`src/rtl/uart_fc_pkg.sv`:
```
package uart_fc_pkg;

  typedef struct packed {
    logic ctsEn;
    logic rtsEn;
    logic deMode;
    logic dePol;
  } cfg_t;

  // Strobes from control to datapath
  typedef struct packed {
    logic loadCfg;
    logic setFlag;
    logic clrFlag;
    logic pinNext;
  } strobe_t;

endpackage

```
`src/rtl/uart_fc_datapath.sv`:
```
module uart_fc_datapath
  import uart_fc_pkg::*;
#(
  parameter int SYNC_STAGES = 2
) (
  input  logic    clk,
  input  logic    rstN,
  input  logic    ctsN,
  input  cfg_t    cfgIn,
  input  strobe_t strobes,
  output cfg_t    cfgQ,
  output logic    ctsLevel,
  output logic    ctsPrev,
  output logic    ctsFlag,
  output logic    pinQ
);

  localparam int LAST = SYNC_STAGES - 1;

  logic [LAST:0] syncQ;

  generate
    for (genvar s = 0; s < SYNC_STAGES; s++) begin : g_sync
      if (s == 0) begin : g_first
        always_ff @(posedge clk or negedge rstN)
          if (!rstN) syncQ[s] <= 1'b1;
          else       syncQ[s] <= ctsN;
      end else begin : g_next
        always_ff @(posedge clk or negedge rstN)
          if (!rstN) syncQ[s] <= 1'b1;
          else       syncQ[s] <= syncQ[s-1];
      end
    end
  endgenerate

  assign ctsLevel = syncQ[LAST];

  always_ff @(posedge clk or negedge rstN) begin
    if (!rstN) begin
      ctsPrev <= 1'b1;
      ctsFlag <= 1'b0;
      cfgQ    <= '0;
      pinQ    <= 1'b1;
    end else begin
      ctsPrev <= ctsLevel;
      if (strobes.setFlag)      ctsFlag <= 1'b1;
      else if (strobes.clrFlag) ctsFlag <= 1'b0;
      if (strobes.loadCfg) cfgQ <= cfgIn;
      pinQ <= strobes.pinNext;
    end
  end

endmodule

```
`src/rtl/uart_fc_control.sv`:
```
module uart_fc_control
  import uart_fc_pkg::*;
(
  input  logic    periphEn,
  input  cfg_t    cfgQ,
  input  logic    ctsLevel,
  input  logic    ctsPrev,
  input  logic    ctsFlag,
  input  logic    ctsIrqEn,
  input  logic    ctsFlagClr,
  input  logic    txPending,
  input  logic    txBusy,
  input  logic    rxSpace,
  output strobe_t strobes,
  output logic    txStartOk,
  output logic    ctsIrq
);

  logic ctsReady;
  logic driveOn;

  // Far end ready when gating is off or synchronized line is low
  assign ctsReady  = !cfgQ.ctsEn || !ctsLevel;
  assign txStartOk = periphEn && txPending && !txBusy && ctsReady;
  assign driveOn   = periphEn && txBusy;
  assign ctsIrq    = ctsFlag && ctsIrqEn;

  always_comb begin
    strobes.loadCfg = !periphEn;
    strobes.setFlag = ctsLevel != ctsPrev;
    strobes.clrFlag = ctsFlagClr;
    if (cfgQ.deMode)
      strobes.pinNext = driveOn ^ cfgQ.dePol;
    else
      strobes.pinNext = !(periphEn && cfgQ.rtsEn && rxSpace);
  end

endmodule

```
`src/rtl/uart_flow_ctrl.sv`:
```
module uart_flow_ctrl
  import uart_fc_pkg::*;
#(
  parameter int SYNC_STAGES = 2
) (
  input  logic clk,
  input  logic rstN,
  input  logic periphEn,
  input  logic cfgCtsEn,
  input  logic cfgRtsEn,
  input  logic cfgDeMode,
  input  logic cfgDePol,
  input  logic ctsIrqEn,
  input  logic txPending,
  input  logic txBusy,
  input  logic rxSpace,
  input  logic ctsN,
  input  logic ctsFlagClr,
  output logic txStartOk,
  output logic rtsDePin,
  output logic ctsIrq
);

  cfg_t    cfgIn;
  cfg_t    cfgQ;
  strobe_t strobes;
  logic    ctsLevel;
  logic    ctsPrev;
  logic    ctsFlag;

  assign cfgIn = '{ctsEn: cfgCtsEn, rtsEn: cfgRtsEn, deMode: cfgDeMode, dePol: cfgDePol};

  uart_fc_datapath #(.SYNC_STAGES(SYNC_STAGES)) u_dp (
    .clk      (clk),
    .rstN     (rstN),
    .ctsN     (ctsN),
    .cfgIn    (cfgIn),
    .strobes  (strobes),
    .cfgQ     (cfgQ),
    .ctsLevel (ctsLevel),
    .ctsPrev  (ctsPrev),
    .ctsFlag  (ctsFlag),
    .pinQ     (rtsDePin)
  );

  uart_fc_control u_ctl (
    .periphEn   (periphEn),
    .cfgQ       (cfgQ),
    .ctsLevel   (ctsLevel),
    .ctsPrev    (ctsPrev),
    .ctsFlag    (ctsFlag),
    .ctsIrqEn   (ctsIrqEn),
    .ctsFlagClr (ctsFlagClr),
    .txPending  (txPending),
    .txBusy     (txBusy),
    .rxSpace    (rxSpace),
    .strobes    (strobes),
    .txStartOk  (txStartOk),
    .ctsIrq     (ctsIrq)
  );

endmodule

```
`config.mk`:
```
export PLATFORM = sky130hd
export DESIGN_NAME = uart_flow_ctrl
export DESIGN_NICKNAME = d
export VERILOG_FILES = /design/src/rtl/uart_fc_pkg.sv /design/src/rtl/uart_fc_datapath.sv /design/src/rtl/uart_fc_control.sv /design/src/rtl/uart_flow_ctrl.sv
export SDC_FILE = /design/constraint.sdc
export NUM_CORES = 1
export LEC_CHECK = 0
export CAP_MARGIN = 20
export CORE_UTILIZATION = 27
export CTS_CLUSTER_SIZE = 14
export DETAILED_ROUTE_END_ITERATION = 12
export MAX_ROUTING_LAYER = met4
export PLACE_DENSITY_LB_ADDON = 0.08
export SLEW_MARGIN = 40
export SYNTH_ARGS = -nofsm -noshare
export SYNTH_HDL_FRONTEND = slang
export SYNTH_HIERARCHICAL = 1
export SYNTH_SLANG_ARGS = --single-unit
export TNS_END_PERCENT = 20
```
`constraint.sdc`:
```
create_clock -name clk -period 1.7 [get_ports clk]
set_input_delay 0.34 -clock clk [delete_from_list [all_inputs] [get_ports clk]]
set_output_delay 0.34 -clock clk [all_outputs]
set_load 0.02 [all_outputs]
```
Yosys cells after proc, flatten, opt, wreduce, memory -nomap -nowiden
Cells that the tools add are included.

operators by class
  add/sub/neg operators = 0
  $mul = 0
  div/mod/pow operators = 0
  magnitude comparators = 0
  equal/unequal tests = 1
  shifts and indexed selects = 0
  mux-type cells = 3
  bitwise operators = 1
  reduce and logical (&&, ||, !) cells = 13

operators with widths
  kind                number
  1-bit logical AND   7
  1-bit logical NOT   4
  1-bit two-way mux   3
  2-bit nonzero test  1
  1-bit logical OR    1
  1-bit != test       1
  1-bit XOR           1

storage, ports and cells
  bits in registers = 9
  latch bits = 0
  RAM bits = 0
  bits in read-only memories = 0
  input bits = 13
  logic and storage cells = 27
  memories = 0

Depth between registers and ports, before layout
Gate-level depths: netlist of the first run.

  depth after elaboration = 4
  depth in mapped cells = 3

Modules after synthesis
The synthesis of the first run kept the hierarchy.

modules (own cells, without submodules)
  module            instances  cells an instance  area each (um^2)  sequential area each (um^2)
  uart_fc_datapath  1          15                 286.5             230.2
  uart_fc_control   1          11                 80.1              0.0

Worst setup path after synthesis of the first run
OpenSTA, ideal clock, no wires.

  path kind = in2out
  from = input port txPending
  to = output port txStartOk
  data arrival time = 936 ps
  setup slack = 424 ps
  stages = 2
  path buffers = 0
  cell sequence = nand2_1 a211oi_1

on the way
  longest elaborated chain between the ends = 3

RTL lines
  what                             line                   RTL
  start: declaration               uart_flow_ctrl.sv:14   input logic txPending,
  1-bit logical AND (3 in series)  uart_fc_control.sv:24  assign txStartOk = periphEn && txPending && !txBusy && ctsReady;
  end: declaration                 uart_flow_ctrl.sv:19   output logic txStartOk,

Every way passes these cells.

Worst setup path after layout of the first run
  from = input port periphEn
  to = output port txStartOk

on the way
  longest elaborated chain between the ends = 3

RTL lines
  what                             line                   RTL
  start: declaration               uart_flow_ctrl.sv:8    input logic periphEn,
  1-bit logical AND (3 in series)  uart_fc_control.sv:24

Every way passes these cells.

==> results of run 1 <==
-- repair_timing --
item                                    4_1_cts  5_1_grt
endpoints found under the setup margin        3        0
resized for setup                             7        0
hold buffers                                  0        0
-- metal layers --
metal | part of all wire | wire, µm | global-route usage | vias to the layer above
li1 | - | - | - | 128
met1 | 0.45 | 295 | 0.132 | 125
met2 | 0.47 | 308 | 0.179 | 13
met3 | 0.082 | 54 | 0.0347 | 0
met4 | 0 | 0 | 0.103 | 0
met5 | 0 | 0 | - | -
-- through the flow --
| stage | worst slack, ps | power [µW] | instances | setup TNS, ps |
|---|---|---|---|---|
| final | 92.4 | 486 | 60 | 0 |
| after global routing | 35.0 | 515 | 60 | 0 |
| after CTS | 73.7 | 494 | 60 | 0 |
| after detailed placement | -374 | 338 | 56 | -495 |
| after global placement | -346 | 334 | 56 | -473 |
| after floorplan | 424 | 286 | 26 | 0 |
-- state kept, by name (all words and copies together), names as in the netlist --
name           flops
u_dp/syncQ         1
u_dp/ctsPrev       1
u_dp/ctsLevel      1
u_dp/cfgQ          4
u_dp/ctsFlag       1
u_dp/pinQ          1
-- layout by cell type (no fill, tap or decap), drive strengths merged --
master,count
clkdlybuf4s50,12
dfrtp,5
mux2,4
dfstp,4
clkbuf,4
buf,3
dlygate4sd2,2
inv,2
nand2,2
a211oi,2
and2,1
and2b,1
and4,1
and4b,1
xor2,1
a21o,1
-- power by group through the flow --
stage | sequential, µW | clock (µW) | combinational, µW
2_1_floorplan | 254 | 0 | 32.1
3_5_place_dp | 252 | 0 | 86.1
6_report | 248 | 158 | 80.4
5_1_grt | 250 | 176 | 88.4
4_1_cts | 248 | 164 | 81.6
3_3_place_gp | 251 | 0 | 83.3
-- path summary, 6_finish.rpt --
| path | startpoint | slack, ps | endpoint |
|---|---|---|---|
| setup reg to reg | u_dp/cfgQ[1] | 800 | u_dp/pinQ |
| hold reg to reg | u_dp/syncQ[0] | 360 | u_dp/ctsLevel |
| min in group asynchronous | rstN | 370 | u_dp/cfgQ[3] |
| hold / removal | u_dp/syncQ[0] | 360 | u_dp/ctsLevel |
| max in group asynchronous | rstN | 1010 | u_dp/syncQ[0] |
| setup / recovery | periphEn | 90 | txStartOk |
-- worst reg2reg max path, stage by stage, from the launching register on --
cell      delay [ps]
dfrtp_1          400
and4_1           230
a211oi_2         190
-- kinds of logic after synthesis --
family / share of synthesized area
multiplexers: 0.123
XOR/XNOR: 0.0239
flip-flops: 0.628
AO/OA/AOI/OAI: 0.0751
AND/OR/NAND/NOR: 0.109
buffers and inverters: 0.0410
-- area by class of cell --
| cell class | instances | area (µm²) |
|---|---|---|
| fillers | 106 | 626 |
| flip-flops and latches | 9 | 230 |
| repair buffers | 17 | 158 |
| multi-input cells | 14 | 121 |
| clock buffers | 4 | 26.3 |
| well taps | 14 | 17.5 |
| inverters | 2 | 7.51 |
==> results_dict.tcl, run 1 <==
set metrics [dict create \
    die_y_um 38.9 \
    crit_type "in -> out" \
    wl_per_cell_um 11.0 \
    core_mm2 0.00119 \
    wl_um 658 \
    yosysMostFrequentCell "dfrtp_1" \
    cp_data_required_time_ps 1360 \
    initial_core_util 0.309 \
    ys.flop_type "dfrtp_1" \
    power.share.clock 0.324 \
    drc 0 \
    crit_fanout 2 \
    worst-path-stages 4 \
    max_slew_margin 0.742 \
    viasPerCell 4.43 \
    final_core_util 0.473 \
    drtIter0Drc 1 \
    area_growth_pct 52.9 \
    place.port_buffers 15 \
    p_switching_uw 106 \
    p_comb_frac 0.165 \
    grt_overflow 0 \
    die_w_um 38.9 \
    synthesis.area_um2 367 \
    yosys-top-cells-count "dfrtp_1, dfstp_2, mux2_2" \
    num_vias 266 \
    setup_viol 0 \
    place_area_um2 542 \
    fin_nets 60 \
    clk_path_buf_depth 2 \
    crit_chain "clkdlybuf4s50_1 > nand2_1 > a211oi_1 > buf_2" \
    grt_pass1_wl_um 1120 \
    gp_routability_congestion 0.686 \
    crit_arrival_ps 1270 \
    reg2reg_depth 2 \
    rsz0062_at_grt "false" \
    synth.yosys.seq_area_share 0.628 \
    max_freq_ghz 0.622 \
    synth_area_leader_cell "dfrtp_1" \
    drive_gt1_frac 0.326 \
    cts_tree "done" \
    max_stage_delay_ps 480 \
    ant_nets 0 \
    cts_root_buffer "clkbuf_4" \
    syn_nets 39 \
    fin_crit_sh 0.946 \
    synth.top_cell.area_share 0.341 \
    worst-path-buf-inv 2 \
    outcome "finished, final reports clean" \
    synth_warnings 6 \
    grt_pass1_vias 269 \
    cts.htree.levels 1 \
    min_path_type "reg -> reg" \
    drt_pre_antenna_iters 2 \
    synth_cells 26 \
    worst_slew_pin_slew_ps 386 \
    whs_ps 357 \
    p_sw_frac 0.219 \
    cpLargestDelayFamily "buffers and inverters" \
    vdd_drop_max_v 0.000423 \
    hold_violations 0 \
    antenna_found_initial 0 \
    synth_seq_cells 9 \
    p_int_uw 380 \
    synth-edff-count 0 \
    start_kind "input pin" \
    synth.area.top_cells "dfrtp_1, dfstp_2, mux2_2, a211oi_2, and4b_1" \
    fin_crit_ps 1610 \
    die-area_mm2 0.00151 \
    track_usage 0.121 \
    synth.avg_cell_area_um2 14.1 \
    insertion_delay_ps 250 \
    fin_skew_ps 0.299 \
    ys_types 14 \
    synth-async-reset-ratio 1.00 \
    postCtsSetupBuffers 0 \
    clock-sinks 9 \
    slew_violations 0 \
    antenna_cells 0 \
    worstSetupEndpointType "output pin" \
    maxCapViolCount 0 \
    cts_made_buffers 3 \
    leakage_uw 0.000247 \
    ioPinCount 16 \
    clk_pin_slew_ps 50 \
    cp_slowest_cell "clkdlybuf4s50_1" \
    powerDensity_mw_per_mm2 867 \
    pwr-share-seq 0.510 \
    placement_rows 12 \
    grt_start_max_net_pins 10 \
    min_path_cells 0 \
    final_area_um2 561 \
]
No activity file was read; power rests on OpenSTA's default activity.
==> inputs of run 2 (changes only) <==
PLACE_DENSITY = 0.67   (was unset)
PLACE_DENSITY_LB_ADDON = unset   (was 0.08)
==> results_dict.tcl, run 2 (same netlist as run 1, synthesis figures left out) <==
set metrics [dict create \
    outcome "finished, final reports clean" \
    drtIter0Drc 1 \
    num_vias 264 \
    cts_tree "done" \
    worstSetupEndpointType "output pin" \
    start_kind "input pin" \
    hold_end "u_dp/ctsLevel" \
    reg2reg_setup_slack_ps 800 \
    ant_nets 0 \
    crit_type "in -> out" \
    ioPinCount 16 \
    cts.htree.levels 1 \
    min_path_cells 0 \
    die_y_um 38.9 \
    initial_core_util 0.309 \
    reg2reg_depth 2 \
    whs_ps 356 \
    fin_crit_ps 1600 \
    fin_crit_sh 0.942 \
    maxCapViolCount 0 \
    track_usage 0.129 \
    cts_root_buffer "clkbuf_4" \
    final_cell_mix "clkdlybuf4s50_1, dfrtp_1, mux2_2, dfstp_2, clkbuf_4" \
    largest_register_ffs 4 \
    hold_violations 0 \
    largest_register "u_dp/cfgQ" \
    cp_data_required_time_ps 1360 \
    holdCritStartpoint "u_dp/syncQ[0]" \
    leakage_uw 0.000247 \
    cp-startpoint "periphEn" \
    wl_per_cell_um 11.5 \
    wl_um 687 \
    crit_fanout 2 \
    gp_routability_congestion 0.768 \
    drive_gt1_frac 0.326 \
    crit_arrival_ps 1260 \
    drt_pre_antenna_iters 2 \
    grt_pass1_vias 284 \
    slew_violations 0 \
    place_hpwl_um 541 \
    max_freq_ghz 0.625 \
    setup_viol 0 \
    final_common_cell "clkdlybuf4s50_1" \
    grt_overflow 0 \
    powerDensity_mw_per_mm2 878 \
    insertion_delay_ps 260 \
    core_mm2 0.00119 \
    fin_tns_setup_ps 0 \
    crit-reg2reg-launch "u_dp/cfgQ[1]" \
    grt_pass1_wl_um 1150 \
    die_w_um 38.9 \
    fin_nets 60 \
    place.port_buffers 15 \
    clk_pin_slew_ps 60 \
    antenna_found_initial 0 \
    fin_skew_ps 4.35 \
    clock-sinks 9 \
    viasPerCell 4.40 \
    clk_path_buf_depth 2 \
    area_growth_pct 52.9 \
    worst_slew_pin_slew_ps 403 \
    r2r-end "u_dp/pinQ" \
    antenna_cells 0 \
    place_area_um2 542 \
    grt_start_max_net_pins 10 \
    vdd_drop_max_v 0.000396 \
    drc 0 \
    die-area_mm2 0.00151 \
    rsz0062_at_grt "false" \
    final_area_um2 561 \
    cts_made_buffers 3 \
    placement_rows 12 \
    max_slew_margin 0.731 \
    min_path_type "reg -> reg" \
    cts_hold_buf 0 \
]
==> run 2: cell counts in the layout (fill, tap and decap cells not counted) <==
No cell type changed its count.
==> run 2: power by group <==
part / switching [µW] / internal, µW
Sequential: 10.1 / 238
Clock: 73.0 / 90.3
Combinational: 29.3 / 51.1
==> run 2: critical path, cell delays in order <==
cell and delay (ps):
clkdlybuf4s50_1 480, nand2_1 50, a211oi_1 190, buf_2 190
==> run 2: worst max-delay path by stage <==
stage,end,depth (start not counted)
2_1_floorplan,txStartOk,2
3_5_place_dp,txStartOk,4
6_report,txStartOk,4
3_3_place_gp,txStartOk,4
4_1_cts,txStartOk,4
5_1_grt,txStartOk,4
==> run 2: metal layers <==
| layer | track usage | wire [µm] | vias to the layer above |
|---|---|---|---|
| li1 | - | - | 130 |
| met1 | 0.122 | 253 | 119 |
| met2 | 0.204 | 370 | 13 |
| met3 | 0.0520 | 56 | 2 |
| met4 | 0.103 | 8 | 0 |
| met5 | - | 0 | - |
==> run 2: what timing repair did <==
item	in CTS	in global routing
setup endpoints to repair	3	0
gates resized for setup	7	0
hold endpoints to repair	0	0
setup buffers	0	0
==> run 2: area by class of cell <==
type / count / area, µm²
flip-flops and latches: 9 / 230
inverters: 2 / 7.51
fillers: 117 / 626
repair buffers: 17 / 158
well taps: 14 / 17.5
multi-input cells: 14 / 121
clock buffers: 4 / 26.3
==> run 2: through the flow <==
step                      utilization  cells  power [µW]  setup slack, ps
after floorplan                     -     26         286              424
after global placement          0.457     56         334             -341
after detailed placement        0.457     56         338             -367
after CTS                       0.473     60         504             82.1
after global routing            0.473     60         521             42.8
final                           0.473     60         492             99.1
==> inputs of run 3 (changes only) <==
CORE_AREA = 2 2 39 41   (was unset)
CORE_UTILIZATION = unset   (was 27)
DIE_AREA = 0 0 41 43   (was unset)
==> results_dict.tcl, run 3 (same netlist as run 1, synthesis figures left out) <==
set metrics [dict create \
    vdd_drop_max_v 0.000361 \
    cts_tree "done" \
    cts_made_buffers 3 \
    max_stage_delay_ps 480 \
    viasPerCell 4.11 \
    final_common_cell "clkdlybuf4s50_1" \
    initial_core_util 0.265 \
    crit_chain "clkdlybuf4s50_1 > nand2_1 > a211oi_1 > buf_2" \
    area_growth_pct 53.6 \
    cp_data_required_time_ps 1360 \
    final_area_um2 563 \
    clk_path_buf_depth 2 \
    grt_start_max_net_pins 10 \
    clock-sinks 9 \
    ioPinCount 16 \
    setup_viol 0 \
    grt_overflow 0 \
    start_kind "input pin" \
    holdCritStartpoint "u_dp/syncQ[0]" \
    antenna_cells 0 \
    largest_register "u_dp/cfgQ" \
    final_cell_mix "clkdlybuf4s50_1, dfrtp_1, mux2_2, dfstp_2, clkbuf_4" \
    p_total_uw 485 \
    core_mm2 0.00138 \
    drtIter0Drc 1 \
    cts.htree.levels 1 \
    leakage_uw 0.000247 \
    placement_rows 14 \
    num_vias 255 \
    die_w_um 41 \
    antenna_found_initial 0 \
    maxCapViolCount 0 \
    postCtsSetupBuffers 0 \
    fin_nets 60 \
    min_path_type "reg -> reg" \
    worstSetupEndpointType "output pin" \
    clk_pin_slew_ps 60 \
    fin_skew_ps 6.75 \
    cp_slowest_cell "clkdlybuf4s50_1" \
    grt_pass1_wl_um 993 \
    worst-path-buf-inv 2 \
    max_slew_margin 0.744 \
    cp-startpoint "periphEn" \
    place_area_um2 544 \
    grt_pass1_vias 258 \
    drive_gt1_frac 0.326 \
    cpLargestDelayFamily "buffers and inverters" \
    drt_pre_antenna_iters 2 \
    crit_type "in -> out" \
    die-area_mm2 0.00176 \
    place_hpwl_um 498 \
    powerDensity_mw_per_mm2 861 \
    cts_root_buffer "clkbuf_4" \
    crit-reg2reg-launch "u_dp/cfgQ[1]" \
    max_freq_ghz 0.621 \
    wl_um 608 \
    whs_ps 356 \
    fin_crit_sh 0.947 \
    ant_nets 0 \
    worst_slew_pin_slew_ps 383 \
    hold_violations 0 \
    insertion_delay_ps 250 \
    die_y_um 43 \
    crit_fanout 2 \
    drc 0 \
    track_usage 0.0929 \
    largest_register_ffs 4 \
    place.port_buffers 15 \
    rsz0062_at_grt "false" \
    outcome "finished, final reports clean" \
    slew_violations 0 \
    wl_per_cell_um 9.81 \
    crit_arrival_ps 1270 \
    fin_crit_ps 1610 \
    gp_routability_congestion 0.579 \
]
run 3: area by class of cell:
class,instances,area (µm²)
multi-input combinational,14,121
inverter,2,7.51
clock buffer,4,26.3
sequential,9,230
timing repair buffer,17,158
fill,141,821
tap,16,20.0
run 3: layer usage:
metal	vias up	track usage	part of all wire
li1	132	-	-
met1	117	0.101	0.46
met2	6	0.119	0.48
met3	0	0.0314	0.054
met4	0	0.100	0
met5	-	-	0
run 3: per-stage QoR:
step | util | worst slack (ps) | instances | setup TNS (ps)
final | 0.407 | 89.5 | 62 | 0
after global placement | 0.393 | -332 | 58 | -465
after detailed placement | 0.393 | -362 | 58 | -489
after global routing | 0.407 | 22.5 | 62 | 0
after floorplan | - | 424 | 26 | 0
after CTS | 0.407 | 82.2 | 62 | 0
run 3: worst reg2reg max path, delay by kind of cell (launching register included):
kind / cells / cell delay, ps
flops: 1 / 390
compound gates: 1 / 200
simple gates: 1 / 210
run 3: power breakdown:
| group | internal (µW) | leakage (µW) | switching (µW) | total [µW] |
|---|---|---|---|---|
| clock | 90.0 | 0.0000150 | 66.7 | 157 |
| combinational | 51.0 | 0.000133 | 28.9 | 80.0 |
| sequential | 239 | 0.0000996 | 9.59 | 248 |
| total | 380 | 0.000247 | 105 | 485 |
run 3: worst paths after layout:
check	slack, ps	depth (start not counted)	end
max	90	4	txStartOk
min	360	0	u_dp/ctsLevel
max reg2reg	820	2	u_dp/pinQ
min reg2reg	360	0	u_dp/ctsLevel
max in group asynchronous	1020	1	u_dp/pinQ
min in group asynchronous	370	1	u_dp/ctsFlag
run 3: timing repair:
item                                    in CTS  in global routing
hold buffers                                 0                  0
resized for setup                            7                  0
endpoints found under the setup margin       3                  0
